## config.mk

```make
export PLATFORM = sky130hd
export DESIGN_NAME = flash_stat_ctl
export DESIGN_NICKNAME = d
export VERILOG_FILES = /design/src/rtl/fsc_pkg.sv /design/src/rtl/fsc_cmd_dec.sv /design/src/rtl/fsc_stat_reg.sv /design/src/rtl/fsc_sts_drv.sv /design/src/rtl/flash_stat_ctl.sv
export SDC_FILE = /design/constraint.sdc
export NUM_CORES = 1
export LEC_CHECK = 0
export CORE_AREA = 2 2 47 58
export CTS_BUF_LIST = sky130_fd_sc_hd__clkbuf_8 sky130_fd_sc_hd__clkbuf_16
export DETAILED_ROUTE_END_ITERATION = 8
export DIE_AREA = 0 0 49 60
export DONT_BUFFER_PORTS = 1
export PLACE_DENSITY = 0.4
export SYNTH_ARGS = -nofsm -noshare
export SYNTH_HDL_FRONTEND = slang
export SYNTH_SLANG_ARGS = --single-unit
```

## constraint.sdc

```tcl
create_clock -name clk -period 3.25 [get_ports clk]
set_input_delay 0.1625 -clock clk [delete_from_list [all_inputs] [get_ports clk]]
set_output_delay 0.1625 -clock clk [all_outputs]
set_load 0.02 [all_outputs]
```

## src/rtl/fsc_pkg.sv

```systemverilog
package fsc_pkg;
  localparam logic [7:0] CMD_CLR_STAT = 8'h50;
  localparam logic [7:0] CMD_STS_CFG  = 8'hB8;
  localparam logic [7:0] CODE_MAX     = 8'h03;

  typedef enum logic [1:0] {
    OP_PROG   = 2'b00,
    OP_ERASE  = 2'b01,
    OP_LKSET  = 2'b10,
    OP_LKCLR  = 2'b11
  } op_kind_e;

  function automatic logic code_ok(input logic [7:0] code);
    return code <= CODE_MAX;
  endfunction

  function automatic logic pulse_en(input logic [1:0] mode, input logic [1:0] kind);
    return ((kind == OP_ERASE) && mode[0]) || ((kind == OP_PROG) && mode[1]);
  endfunction

  function automatic logic [7:0] pack_status(input logic busy, input logic esus,
                                             input logic psus, input logic [3:0] stk);
    return {~busy, esus, stk[3], stk[2], stk[1], psus, stk[0], 1'b0};
  endfunction
endpackage

```

## src/rtl/fsc_cmd_dec.sv

```systemverilog
module fsc_cmd_dec
  import fsc_pkg::*;
(
  input  logic       clk,
  input  logic       rst_n,
  input  logic       cmd_we,
  input  logic [7:0] cmd_data,
  input  logic       busy,
  input  logic       susp,
  output logic       clr_evt,
  output logic       cfg_load,
  output logic [1:0] cfg_code,
  output logic       code_bad
);
  logic armed;
  logic code_write;
  logic arm_req;
  logic idle;

  assign idle       = !busy && !susp;
  assign code_write = cmd_we && armed;
  assign cfg_load   = code_write && code_ok(cmd_data);
  assign code_bad   = code_write && !code_ok(cmd_data);
  assign cfg_code   = cmd_data[1:0];
  assign clr_evt    = cmd_we && !armed && (cmd_data == CMD_CLR_STAT);
  assign arm_req    = cmd_we && !armed && (cmd_data == CMD_STS_CFG) && idle;

  always_ff @(posedge clk or negedge rst_n) begin
    if (!rst_n)          armed <= 1'b0;
    else if (code_write) armed <= 1'b0;
    else if (arm_req)    armed <= 1'b1;
  end

  // a configuration command seen while not idle must leave nothing pending
  p_no_arm_busy_r7: assert property (@(posedge clk) disable iff (!rst_n)
    (cmd_we && !armed && cmd_data == CMD_STS_CFG && !idle) |=> !armed);

  // the code byte always consumes the pending state
  p_code_consumed_r6: assert property (@(posedge clk) disable iff (!rst_n)
    (cfg_load || code_bad) |=> !armed);
endmodule

```

## src/rtl/fsc_stat_reg.sv

```systemverilog
module fsc_stat_reg
  import fsc_pkg::*;
(
  input  logic       clk,
  input  logic       rst_n,
  input  logic       clr_evt,
  input  logic       code_bad,
  input  logic [3:0] err_evt,
  input  logic       busy,
  input  logic       esus,
  input  logic       psus,
  output logic [3:0] sticky,
  output logic [7:0] status
);
  logic [3:0] set_vec;

  assign set_vec = err_evt | (code_bad ? 4'b1100 : 4'b0000);

  always_ff @(posedge clk or negedge rst_n) begin
    if (!rst_n) sticky <= '0;
    else        sticky <= (clr_evt ? 4'b0000 : sticky) | set_vec;
  end

  assign status = pack_status(busy, esus, psus, sticky);

  p_sticky_hold_r3: assert property (@(posedge clk) disable iff (!rst_n)
    !clr_evt |=> ((sticky & $past(sticky)) == $past(sticky)));

  p_clear_r4: assert property (@(posedge clk) disable iff (!rst_n)
    (clr_evt && err_evt == 4'b0000 && !code_bad) |=> (status[5:3] == 3'b000 && !status[1]));

  p_bad_code_r8: assert property (@(posedge clk) disable iff (!rst_n)
    code_bad |=> (status[5:4] == 2'b11));

  p_reserved_r2: assert property (@(posedge clk) disable iff (!rst_n) !status[0]);
endmodule

```

## src/rtl/fsc_sts_drv.sv

```systemverilog
module fsc_sts_drv
  import fsc_pkg::*;
#(
  parameter int PULSE_LEN = 4
) (
  input  logic       clk,
  input  logic       rst_n,
  input  logic       cfg_load,
  input  logic [1:0] cfg_code,
  input  logic       op_done,
  input  logic [1:0] op_kind,
  input  logic       busy,
  output logic       sts_o
);
  localparam int CNT_W = $clog2(PULSE_LEN + 1);

  logic [1:0]       mode;
  logic [CNT_W-1:0] cnt;
  logic             fire;
  logic             pulse_low;

  assign fire      = op_done && pulse_en(mode, op_kind);
  assign pulse_low = (cnt != '0);

  always_ff @(posedge clk or negedge rst_n) begin
    if (!rst_n)        mode <= 2'b00;
    else if (cfg_load) mode <= cfg_code;
  end

  always_ff @(posedge clk or negedge rst_n) begin
    if (!rst_n)         cnt <= '0;
    else if (cfg_load)  cnt <= '0;
    else if (fire)      cnt <= CNT_W'(PULSE_LEN);
    else if (pulse_low) cnt <= cnt - 1'b1;
  end

  assign sts_o = (mode == 2'b00) ? ~busy : ~pulse_low;

  p_mode_hold_r6: assert property (@(posedge clk) disable iff (!rst_n)
    !cfg_load |=> $stable(mode));

  p_pulse_start_r9: assert property (@(posedge clk) disable iff (!rst_n)
    (fire && !cfg_load) |=> !sts_o);

  p_quiet_high_r11: assert property (@(posedge clk) disable iff (!rst_n)
    (mode != 2'b00 && !cfg_load && !fire && !pulse_low) |=> sts_o);

  p_lock_no_fire_r11: assert property (@(posedge clk) disable iff (!rst_n)
    (op_done && op_kind[1]) |-> !fire);
endmodule

```

## src/rtl/flash_stat_ctl.sv

```systemverilog
module flash_stat_ctl
  import fsc_pkg::*;
#(
  parameter int PULSE_LEN = 4
) (
  input  logic       clk,
  input  logic       rst_n,
  input  logic       cmd_we,
  input  logic [7:0] cmd_data,
  input  logic       wsm_busy,
  input  logic       erase_susp,
  input  logic       prog_susp,
  input  logic       op_done,
  input  logic [1:0] op_kind,
  input  logic [3:0] err_evt,
  output logic [7:0] status,
  output logic       sts_o
);
  logic       clr_evt;
  logic       cfg_load;
  logic [1:0] cfg_code;
  logic       code_bad;
  logic [3:0] sticky;

  fsc_cmd_dec u_dec (
    .clk(clk), .rst_n(rst_n), .cmd_we(cmd_we), .cmd_data(cmd_data),
    .busy(wsm_busy), .susp(erase_susp | prog_susp),
    .clr_evt(clr_evt), .cfg_load(cfg_load), .cfg_code(cfg_code), .code_bad(code_bad)
  );

  fsc_stat_reg u_sr (
    .clk(clk), .rst_n(rst_n), .clr_evt(clr_evt), .code_bad(code_bad),
    .err_evt(err_evt), .busy(wsm_busy), .esus(erase_susp), .psus(prog_susp),
    .sticky(sticky), .status(status)
  );

  fsc_sts_drv #(.PULSE_LEN(PULSE_LEN)) u_sts (
    .clk(clk), .rst_n(rst_n), .cfg_load(cfg_load), .cfg_code(cfg_code),
    .op_done(op_done), .op_kind(op_kind), .busy(wsm_busy), .sts_o(sts_o)
  );

  p_reset_level_r1: assert property (@(posedge clk) disable iff (!rst_n)
    $rose(rst_n) |-> (sticky == 4'b0000));
endmodule

```

==> flow_summary.toml <==
[synth]
synthTopCellsByCount = "10 x dfrtp_1, 5 x inv_1"
synth_most_common_cell = "dfrtp_1"
netlist_area_um2 = 568
syn-instance-count = 53
synthArstFlopShare_pct = 100
synth.yosys.seq_area_share_pct = 44.1
ys_seq_elements = 10
synth-warning-count = 0
ys_types = 26
synthTopCellsByArea = "dfrtp_1 44%, ha_1 4.4%, nor4b_4 4.2%"
ys.flop_type = "dfrtp_1"
avgSynthCellArea_um2 = 10.7
yosysTopAreaCell = "dfrtp_1"
synth_edf_count = 0
yosysTopAreaCellShare_pct = 44.1
synth_nets = 76

[placement]
place_ws_ns = 1.81
routabilityCongestion = 0.682
dpl_cell_area_um2 = 587
portBuffers = 0
post-dp-hpwl_um = 922

[timing]
hold_violations = 0
rsz0062_at_grt = "false"
finalCriticalPeriod_ns = 1.65
fin_skew_ns = 0.00130
fin_crit_sh_pct = 50.8
finalSetupTns_ns = 0
slew_viol_final = 0
clock.fmax_ghz = 0.605
setup_ws_ns = 1.60
finalSetupViolCount = 0

[global_route]
grt_pass1_wl_um = 1790
antenna_found_initial = 0
grt_overflow = 0
grt_usage_pct = 8.97
grt_max_degree = 11
grt_pass1_vias = 417

[pwr]
p_comb_share_pct = 26.7
power_w = 0.000381
ir_worst_vdd_v = 0.000184
p_seq_share_pct = 41.4
clockPowerShare_pct = 31.8
power.internal_w = 0.000276
switching_share_pct = 27.5
power.switching_w = 0.000105
p_leak_nw = 0.263
power_density_nw_per_um2 = 597

[worst_setup_path]
endpoint_kind = "output port"
reg2reg_depth = 3
cp_slowest_stage_delay_ns = 0.38
cp_slowest_cell = "dfrtp_1"
critPathCapture = "sts_o"
crit_start = "u_sts.cnt[0]$_DFFE_PN0P_"
critPathTopFamily = "adder cells"
r2r-end = "u_sr.sticky[2]$_DFF_PN0_"
r2r_start = "u_dec.armed$_DFFE_PN0P_"
rrSetupSlack_ns = 1.83
crit_top_cell = "ha_1"
startpoint_type = "flop"
critPathRequiredTime_ns = 3.09
cp.buffers_inverters = 1
arrival_ns = 1.49
path_cells = "inv_1 -> ha_1 -> ha_1 -> nor2_1 -> a21oi_1"
cp_max_fo = 6
path_class = "reg2out"
cp.depth = 5

[finish]
syn2layout_area_growth_pct = 12.3
finalInstanceArea_um2 = 638
nets = 79
antenna_cells = 0
nFillCells = 266
layout-drive-gt1-share_pct = 18.5

[route]
ant_nets = 0
wirelength_um = 1090
vias = 397
vias_per_cell = 4.56
drc = 0
wl_per_cell_um = 12.5
firstDrtPassIters = 3
first_iter_violations = 8

[clocking]
root_buffer = "clkbuf_8"
cts_tree = "done"
clk_pin_slew_worst_paths_ns = 0.04
h-tree-depth = 1
cts_buffers = 3
clk_latency_ns = 0.23
clock-sinks = 10
clk_path_buf_depth = 2

[hold_path]
hp-class = "in2reg"

[floorplanning]
core.rowCount = 20
die_width_um = 49
core_region_area_um2 = 2430
ios = 30
dieArea_um2 = 2940
die_y_um = 60
start_util_pct = 23.4

[flow_run]
max_cap_violations = 0

[outcome]
status = "completed"
==> worst min path at each step <==
stage	startpoint	endpoint	slack [ns]	cells after the start
2_1_floorplan	rst_n	u_dec.armed$_DFFE_PN0P_	-0.13	0
3_3_place_gp	rst_n	u_sr.sticky[1]$_DFF_PN0_	-0.13	0
3_5_place_dp	rst_n	u_sr.sticky[1]$_DFF_PN0_	-0.13	0
4_1_cts	err_evt[1]	u_sr.sticky[1]$_DFF_PN0_	0.02	1
5_1_grt	err_evt[0]	u_sr.sticky[0]$_DFF_PN0_	0.02	1
6_report	err_evt[1]	u_sr.sticky[1]$_DFF_PN0_	0.03	1
==> final cells by class <==
class | instances | area (um2) | area share [%]
timing repair buffer | 1 | 10.0 | 1.57
tap | 33 | 41.3 | 6.47
sequential | 10 | 250 | 39.2
multi-input combinational | 35 | 277 | 43.3
inverter | 5 | 18.8 | 2.94
clock buffer | 3 | 41.3 | 6.47
==> cell usage in the layout (no fill, tap or decap), types with 3 or more instances in the layout <==
master,Yosys,final
clkbuf_8,0,3
dfrtp_1,10,10
nand2_1,3,3
nor2_1,3,3
a21oi_1,3,3
inv_1,5,5
==> flip-flops by register name, summed over array words and instances (netlist names) <==
register and cells:
u_sr.sticky 4, u_sts.cnt 3, u_sts.mode 2, u_dec.armed 1
==> power by group through the flow <==
stage / Combinational, W / Clock (W) / Sequential [W]
floorplan: 0.0000893 / 0 / 0.000157
global placement: 0.000102 / 0 / 0.000160
detailed placement: 0.000102 / 0 / 0.000160
CTS: 0.000107 / 0.000128 / 0.000158
global route: 0.000122 / 0.000137 / 0.000160
finish: 0.000102 / 0.000121 / 0.000158
==> repair_timing <==
action                    4_1_cts  5_1_grt
hold buffers                    1        0
setup buffers                   0        0
resized for setup               0        0
hold endpoints to repair       10        0
==> per-stage QoR <==
| step | util [%] | hold WS [ns] | std cells |
|---|---|---|---|
| global placement | 24.2 | -0.133 | 83 |
| floorplan | - | -0.133 | 53 |
| finish | 26.3 | 0.0280 | 87 |
| CTS | 26.3 | 0.0191 | 87 |
| global route | 26.3 | 0.0155 | 87 |
| detailed placement | 24.2 | -0.133 | 83 |
==> cells by family (layout without fill, tap and decap cells) <==
logic type / after synthesis / in the layout / synth area share [%]
compound gates: 10 / 10 / 12.1
xor+xnor: 1 / 1 / 1.54
fa+ha+maj: 2 / 2 / 4.40
buf+inv: 8 / 9 / 7.27
flops: 10 / 10 / 44.1
mux: 3 / 3 / 5.73
other cells: 1 / 1 / 0.660
simple gates: 18 / 18 / 24.2
==> per-layer routing <==
metal | wire length [um] | part of all wire [%] | track usage (%) | vias to the layer above
met4 | 15 | 1.4 | 8.57 | 0
met1 | 453 | 42 | 8.91 | 188
met2 | 515 | 47 | 13.9 | 18
met5 | 0 | 0 | 0 | -
li1 | - | - | - | 189
met3 | 106 | 9.7 | 4.25 | 2
==> worst reg2reg max path, stage by stage, from the launching register on <==
cell and delay (ns):
dfrtp_1 0.44, nor4b_4 0.35, nand4_2 0.20, a211o_1 0.32
No activity file was read; power rests on OpenSTA's default activity.
